===== src/rtl/bru_pkg.sv =====
// Package: shared opcode encoding and flag record for the branch unit.
// Assumes 4-bit opcodes; codes not listed are treated as no operation.
package bru_pkg;

    typedef enum logic [3:0] {
        OP_NOP = 4'd0,
        OP_CMP = 4'd1,
        OP_JMP = 4'd8,
        OP_JEQ = 4'd9,
        OP_JNE = 4'd10,
        OP_JGT = 4'd11,
        OP_JGE = 4'd12,
        OP_JLT = 4'd13,
        OP_JLE = 4'd14
    } bru_op_e;

    typedef struct packed {
        logic eq;
        logic gt;
        logic lt;
    } bru_flags_t;

endpackage


===== src/rtl/bru_compare.sv =====
// Module: signed magnitude compare of two operands into a flag record.
// Assumes operands are two's-complement; purely combinational.
module bru_compare #(
    parameter int DATA_W = 32
) (
    input  logic [DATA_W-1:0]  opnd_a,
    input  logic [DATA_W-1:0]  opnd_b,
    output bru_pkg::bru_flags_t result
);

    // Evaluate equality and signed ordering of the two operands.
    always_comb begin
        result.eq = (opnd_a == opnd_b);
        result.gt = ($signed(opnd_a) > $signed(opnd_b));
        result.lt = ($signed(opnd_a) < $signed(opnd_b));
    end

endmodule


===== src/rtl/bru_flag_store.sv =====
// Module: flag register written only by a valid compare.
// Assumes synchronous active-low reset clears all flags.
module bru_flag_store (
    input  logic                clk,
    input  logic                rst_n,
    input  logic                load,
    input  bru_pkg::bru_flags_t nxt,
    output bru_pkg::bru_flags_t flags
);

    // Capture new flags on compare, otherwise hold.
    always_ff @(posedge clk) begin
        if (!rst_n)
            flags <= '0;
        else if (load)
            flags <= nxt;
    end

    AST_RESET_CLEAR: assert property (@(posedge clk) !rst_n |=> (flags == '0));
    AST_ONE_FLAG: assert property (@(posedge clk) disable iff (!rst_n)
        load |=> ($countones(flags) == 1));
    AST_FLAGS_HOLD: assert property (@(posedge clk) disable iff (!rst_n)
        (rst_n && !load) |=> $stable(flags));

endmodule


===== src/rtl/bru_cond_sel.sv =====
// Module: decodes the jump opcode and selects its condition from stored flags.
// Assumes derived conditions are formed here, not stored; clk/rst_n serve checks.
module bru_cond_sel (
    input  logic                clk,
    input  logic                rst_n,
    input  bru_pkg::bru_op_e    op,
    input  bru_pkg::bru_flags_t flags,
    output logic                is_jump,
    output logic                cond_ok
);
    import bru_pkg::*;

    logic ge_c;
    logic le_c;

    // Form the derived ordering conditions.
    always_comb begin
        ge_c = flags.gt | flags.eq;
        le_c = flags.lt | flags.eq;
    end

    // Select the condition named by the opcode.
    always_comb begin
        is_jump = 1'b1;
        cond_ok = 1'b0;
        unique case (op)
            OP_JMP: cond_ok = 1'b1;
            OP_JEQ: cond_ok = flags.eq;
            OP_JNE: cond_ok = ~flags.eq;
            OP_JGT: cond_ok = flags.gt;
            OP_JGE: cond_ok = ge_c;
            OP_JLT: cond_ok = flags.lt;
            OP_JLE: cond_ok = le_c;
            default: is_jump = 1'b0;
        endcase
    end

    AST_GE_ON_EQUAL: assert property (@(posedge clk) disable iff (!rst_n)
        (op == OP_JGE && flags.eq) |-> cond_ok);
    AST_LE_ON_EQUAL: assert property (@(posedge clk) disable iff (!rst_n)
        (op == OP_JLE && flags.eq) |-> cond_ok);
    AST_JMP_ALWAYS: assert property (@(posedge clk) disable iff (!rst_n)
        (op == OP_JMP) |-> (is_jump && cond_ok));

endmodule


===== src/rtl/bru_target.sv =====
// Module: target adder, base plus sign-extended offset, wrapping.
// Assumes OFS_W <= DATA_W; purely combinational.
module bru_target #(
    parameter int DATA_W = 32,
    parameter int OFS_W  = 16
) (
    input  logic [DATA_W-1:0] base_val,
    input  logic [OFS_W-1:0]  offset,
    output logic [DATA_W-1:0] target
);
    localparam int EXT_W = DATA_W - OFS_W;

    logic [DATA_W-1:0] ofs_ext;

    // Sign-extend the offset and add it to the base.
    always_comb begin
        ofs_ext = {{EXT_W{offset[OFS_W-1]}}, offset};
        target  = base_val + ofs_ext;
    end

endmodule


===== src/rtl/cmp_branch_unit.sv =====
// Module: top of the compare-flags and branch resolution unit.
// Assumes one operation per cycle; flags update at the clock edge of a
// valid compare, jump results are combinational in the jump's cycle.
module cmp_branch_unit #(
    parameter int DATA_W = 32,
    parameter int OFS_W  = 16
) (
    input  logic              clk,
    input  logic              rst_n,
    input  logic              op_valid,
    input  logic [3:0]        op_code,
    input  logic [DATA_W-1:0] cmp_a,
    input  logic [DATA_W-1:0] cmp_b,
    input  logic [DATA_W-1:0] base_val,
    input  logic [OFS_W-1:0]  offset,
    output logic              jump_taken,
    output logic [DATA_W-1:0] jump_target
);
    import bru_pkg::*;

    bru_op_e    op;
    bru_flags_t cmp_res;
    bru_flags_t flags;
    logic       cmp_fire;
    logic       is_jump;
    logic       cond_ok;

    // Decode the raw opcode and the compare strobe.
    always_comb begin
        op       = bru_op_e'(op_code);
        cmp_fire = op_valid && (op == OP_CMP);
    end

    bru_compare #(.DATA_W(DATA_W)) u_cmp (
        .opnd_a (cmp_a),
        .opnd_b (cmp_b),
        .result (cmp_res)
    );

    bru_flag_store u_flags (
        .clk   (clk),
        .rst_n (rst_n),
        .load  (cmp_fire),
        .nxt   (cmp_res),
        .flags (flags)
    );

    bru_cond_sel u_sel (
        .clk     (clk),
        .rst_n   (rst_n),
        .op      (op),
        .flags   (flags),
        .is_jump (is_jump),
        .cond_ok (cond_ok)
    );

    bru_target #(.DATA_W(DATA_W), .OFS_W(OFS_W)) u_tgt (
        .base_val (base_val),
        .offset   (offset),
        .target   (jump_target)
    );

    // Combine validity, jump decode and selected condition.
    always_comb jump_taken = op_valid && is_jump && cond_ok;

    AST_IDLE_NOT_TAKEN: assert property (@(posedge clk) disable iff (!rst_n)
        !op_valid |-> !jump_taken);
    AST_CMP_NOT_TAKEN: assert property (@(posedge clk) disable iff (!rst_n)
        cmp_fire |-> !jump_taken);

endmodule


===== config.mk =====
export PLATFORM = sky130hd
export DESIGN_NAME = cmp_branch_unit
export DESIGN_NICKNAME = d
export VERILOG_FILES = /design/src/rtl/bru_pkg.sv /design/src/rtl/bru_compare.sv /design/src/rtl/bru_flag_store.sv /design/src/rtl/bru_cond_sel.sv /design/src/rtl/bru_target.sv /design/src/rtl/cmp_branch_unit.sv
export SDC_FILE = /design/constraint.sdc
export NUM_CORES = 1
export LEC_CHECK = 0
export BUFFER_PORTS_ARGS = -buffer_cell sky130_fd_sc_hd__buf_2
export CORE_ASPECT_RATIO = 0.8
export CORE_MARGIN = 4
export CORE_UTILIZATION = 30
export DETAILED_ROUTE_END_ITERATION = 6
export PLACE_DENSITY = 0.64
export SLEW_MARGIN = 30
export SYNTH_ARGS = -nofsm -noshare
export SYNTH_HDL_FRONTEND = slang
export SYNTH_SLANG_ARGS = --single-unit

===== constraint.sdc =====
create_clock -name clk -period 5.65 [get_ports clk]
set_input_delay 0.565 -clock clk [delete_from_list [all_inputs] [get_ports clk]]
set_output_delay 0.565 -clock clk [all_outputs]
set_load 0.005 [all_outputs]

======== Word level (Yosys, flattened, before mapping) ========
Cells that the tools add are included.
word-level totals
  flip-flop bits (word level) ............. 3
  bits in latches ......................... 0
  bits in writable memories ............... 0
  memory bits (read-only) ................. 0
  input port bits ......................... 119
  output and inout bits ................... 33
  logic and storage cells ................. 24
  memories ................................ 0
operators by class
  add/sub/neg operators ................... 1
  multipliers ............................. 0
  divide/modulo/power cells ............... 0
  magnitude comparators ................... 2
  equality and inequality tests ........... 9
  shifts and indexed selects .............. 0
  multiplexer cells ....................... 2
  bitwise logic cells ..................... 3
  reduce and logical (&&, ||, !) cells .... 4
operator list
  operator            count
  $add 32x32->32      1
  $eq 32x32->1        1
  $gt 32x32->1        1
  $lt 32x32->1        1
  $eq 4x4->1 const B  7
  $pmux 1 s7          1
  $reduce_or 7->1     1
  $eq 4x1->1 const B  1
  $logic_and 1x1->1   3
  $or 1x1->1          2
  $mux 1              1
  $not 1->1           1

======== Depth between registers and ports, before layout ========
  depth after elaboration ................. 5
  mapped depth ............................ 9
  gate-level depth less buffers ........... 9

======== By module ========
A second synthesis with hierarchy kept.
second synthesis, totals
  cells, all modules ...................... 385
  area, all modules ....................... 2806.4 µm²
modules (own cells, without submodules)
  module           times used  cells an instance  area an instance (µm²)
  bru_target       1           241                1744.2
  bru_compare      1           119                844.6
  bru_flag_store   1           9                  108.9
  bru_cond_sel     1           13                 86.3
  cmp_branch_unit  1           3                  22.5

======== Worst setup path before layout ========
No wires, ideal clock.
  kind .................................... in2out
  start point ............................. input offset[0]
  end point ............................... output jump_target[22]
  arrival time ............................ 2.537 ns
  required time ........................... 5.085 ns
  setup slack ............................. 2.548 ns
  stages .................................. 8
  buffers on the path ..................... 0
  cell sequence ........................... ha_1 > fa_1 > a211oi_1 > o211ai_1 > o221a_2 > o21ai_4 > o21ai_2 > a311o_1
on the way
  longest elaborated chain between the ends .. 1
RTL lines
  what             line                   RTL
  start, declared  cmp_branch_unit.sv:15  input logic [OFS_W-1:0] offset,
  $add 32x32->32   bru_target.sv:18       target = base_val + ofs_ext;
  end, declared    cmp_branch_unit.sv:17  output logic [DATA_W-1:0] jump_target
Every way passes these cells.

======== Worst setup path in the final report ========
Same ends and word-level chain as after synthesis.

==> results.ini <==
[final_layout]
top_register = u_flags.flags
num_antenna_cells = 0
nets = 690
fin_util = 0.423
areaGrowthSynthToFinish_pct = 34.5
largest_reg_flops = 3
final.fill_count = 913
biggestRegsByFlops = u_flags.flags: 3 flops
drive_above_1_share = 0.340

[synth]
ys_async_sr_fraction = 0
ys_warn_count = 0
synth-seq-cells = 3
synthSimpleGateAreaFrac = 0.156
synth_ff_type = dfxtp_1
synthTopCellsByArea = ha_1 29%, a21o_1 6.6%, a21oi_1 6.3%
synth_xor_xnor_area_share = 0.0871
synth_compound_area_frac = 0.366
synthAdderAreaFrac = 0.298
yosysTopAreaCell = ha_1
avgSynthCellArea_um2 = 7.62
muxShareOfSynthArea = 0
synth_top_family_by_area = compound AO/OA/AOI/OAI gates
yosysTopAreaCellShare = 0.290
ys_types = 56
seq_area_frac_synth = 0.0221
syn_inst = 356
syn-num-nets = 539
netlist_area_um2 = 2710
synth-edff-count = 0

[routing]
ant_nets = 0
dr.pass1.iters = 4
routed_via_density = 5.09
drc_errors = 0
drtIter0Drc = 84
wl_mm = 8.00
wl_per_cell_um = 12.9
vias = 3146

[clock_tree]
cts-resized-gates = 0
clk_latency_ns = 0.23
holdBufCountCts = 0
htreeDepth = 1
ctsLongestPathBuffers = 2
clkTransAtPathRegs_ns = 0.03
cts-root-buf = clkbuf_16
cts_sinks = 3
cts_tree = yes
post_cts_buffers = 0
numCtsBuffers = 3

[run_status]
outcome = finished clean

[timing]
period_share = 0.629
slew_viol_final = 0
fmax_ghz = 0.281
fin_worst_skew_ns = 0
worst_pin_slew_ns = 0.657
setup_viol = 0
slew_headroom = 0.561
setup_tns_ns = 0
grt_setup_unrepaired = no
hold_viol = 0
period_minus_slack_ns = 3.56

[setup_path]
crit_type = in2out
crit_path_end_kind = output port
arrival_ns = 2.99
critPathRequiredTime_ns = 5.09
cp-start-kind = primary input
path_max_fanout = 5

[global_routing]
grt_max_degree = 18
grt_usage = 0.142
grt_pass1_vias = 2983
grt_remaining_overflow = 0
grt_pass1_wl_mm = 13.1
antenna_found_initial = 0

[placement]
hpwl_mm = 7.09
portBuffers = 151
place_congestion = 0.839

[floorplan]
die_height_um = 93.1
core_um2 = 8630
start_util = 0.314
io_pins = 152
rows = 30
dieArea_um2 = 10600
die_width_um = 114

[power_and_ir_drop]
p_leak_uw = 0.00198
p_per_area_nw_per_um2 = 139
vdd_drop_max_uv = 95.7

[worst_hold_path]
hold_class = reg2reg

[job]
drv_cap = 0

[synthesized netlist by cell type, drive strengths merged, types with 2 or more instances]
master	count
a211oi	3
dfxtp	3
nor4	3
nor3	4
buf	4
nor2	16
a21o	25
nand2b	3
and3	3
nor2b	3
a21oi	35
o211a	2
o21a	9
a221oi	4
a21boi	3
nand4	13
o221a	2
a41oi	2
inv	41
nand2	19
nand3	10
a31oi	4
ha	63
xnor2	17
o21bai	5
a2bb2oi	2
or3	3
o211ai	9
o21ai	17
xor2	10
a2111oi	2
o31ai	3
[cell families (layout without fill, tap and decap cells)]
group           after synthesis  in the layout
compound gates              134            134
simple gates                 82             82
buf+inv                      46            196
xor+xnor                     27             27
flops                         3              3
fa+ha+maj                    64             64
[report_power, final]
group          leakage, uW  switching [uW]  internal [uW]  total (uW)
logic              0.00191             190            180         370
clock network    0.0000382            21.6           93.3         115
registers        0.0000242           0.165           21.6        21.8
total              0.00198             212            295         507
[through the flow]
stage                     cells  setup WS [ns]  hold slack, ns  instance area [um2]  total power [uW]
after global routing        618           1.89           0.537                 3650               558
after global placement      614           2.17           0.479                 3570               389
after detailed placement    614           2.10           0.490                 3570               393
final                       618           2.09           0.491                 3650               507
after floorplan             356           2.55           0.456                 2710               259
after CTS                   618           2.09           0.498                 3650               511
[critical path, stage by stage]
cell	delay [ns]
buf_2	0.10
ha_1	0.24
fa_1	0.43
a211oi_1	0.27
o211ai_1	0.18
o221a_2	0.33
o21ai_4	0.24
o21ai_2	0.13
a311o_1	0.37
buf_2	0.13
[routing by layer]
layer | track usage | wire length [um] | vias to the layer above
met3 | 0.0149 | 492 | 9
met5 | 0 | 0 | -
met4 | 0.0277 | 76 | 0
met2 | 0.244 | 3650 | 98
met1 | 0.194 | 3780 | 1392
li1 | - | - | 1647
[worst paths after layout]
check | start | end | slack, ns | cells after the start
hold / removal | u_flags.flags[1] | u_flags.flags[1] | 0.49 | 2
hold reg to reg | u_flags.flags[1] | u_flags.flags[1] | 0.49 | 2
setup / recovery | offset[0] | jump_target[22] | 2.09 | 10
setup reg to reg | u_flags.flags[0] | u_flags.flags[0] | 4.97 | 1
[layout make-up]
type	count	area, um2	share of cell area
Tap cell	112	140	0.0384
Sequential cell	3	60.1	0.0165
Clock buffer	4	78.8	0.0216
Multi-Input combinational cell	307	2460	0.674
Inverter	41	154	0.0422
Timing Repair Buffer	151	756	0.207
[placed cells by master (no fill, tap or decap), types with 2 or more instances in the layout]
cell	n
buf_2	151
ha_1	63
inv_1	41
a21oi_1	34
a21o_1	24
nand2_1	19
xnor2_1	17
nor2_1	16
nand4_1	13
o21ai_0	11
nand3_1	10
xor2_1	10
o211ai_1	9
o21a_1	9
o21bai_1	5
nor3_1	4
a31oi_1	4
a221oi_1	4
nor2b_1	3
a211oi_1	3
a21boi_0	3
o21ai_2	3
nor4_1	3
or3_1	3
nand2b_1	3
clkbuf_16	3
dfxtp_1	3
o21ai_1	2
a2bb2oi_1	2
o211a_1	2
a41oi_2	2
o31ai_1	2
o221a_2	2
No activity file was read; power rests on OpenSTA's default activity.
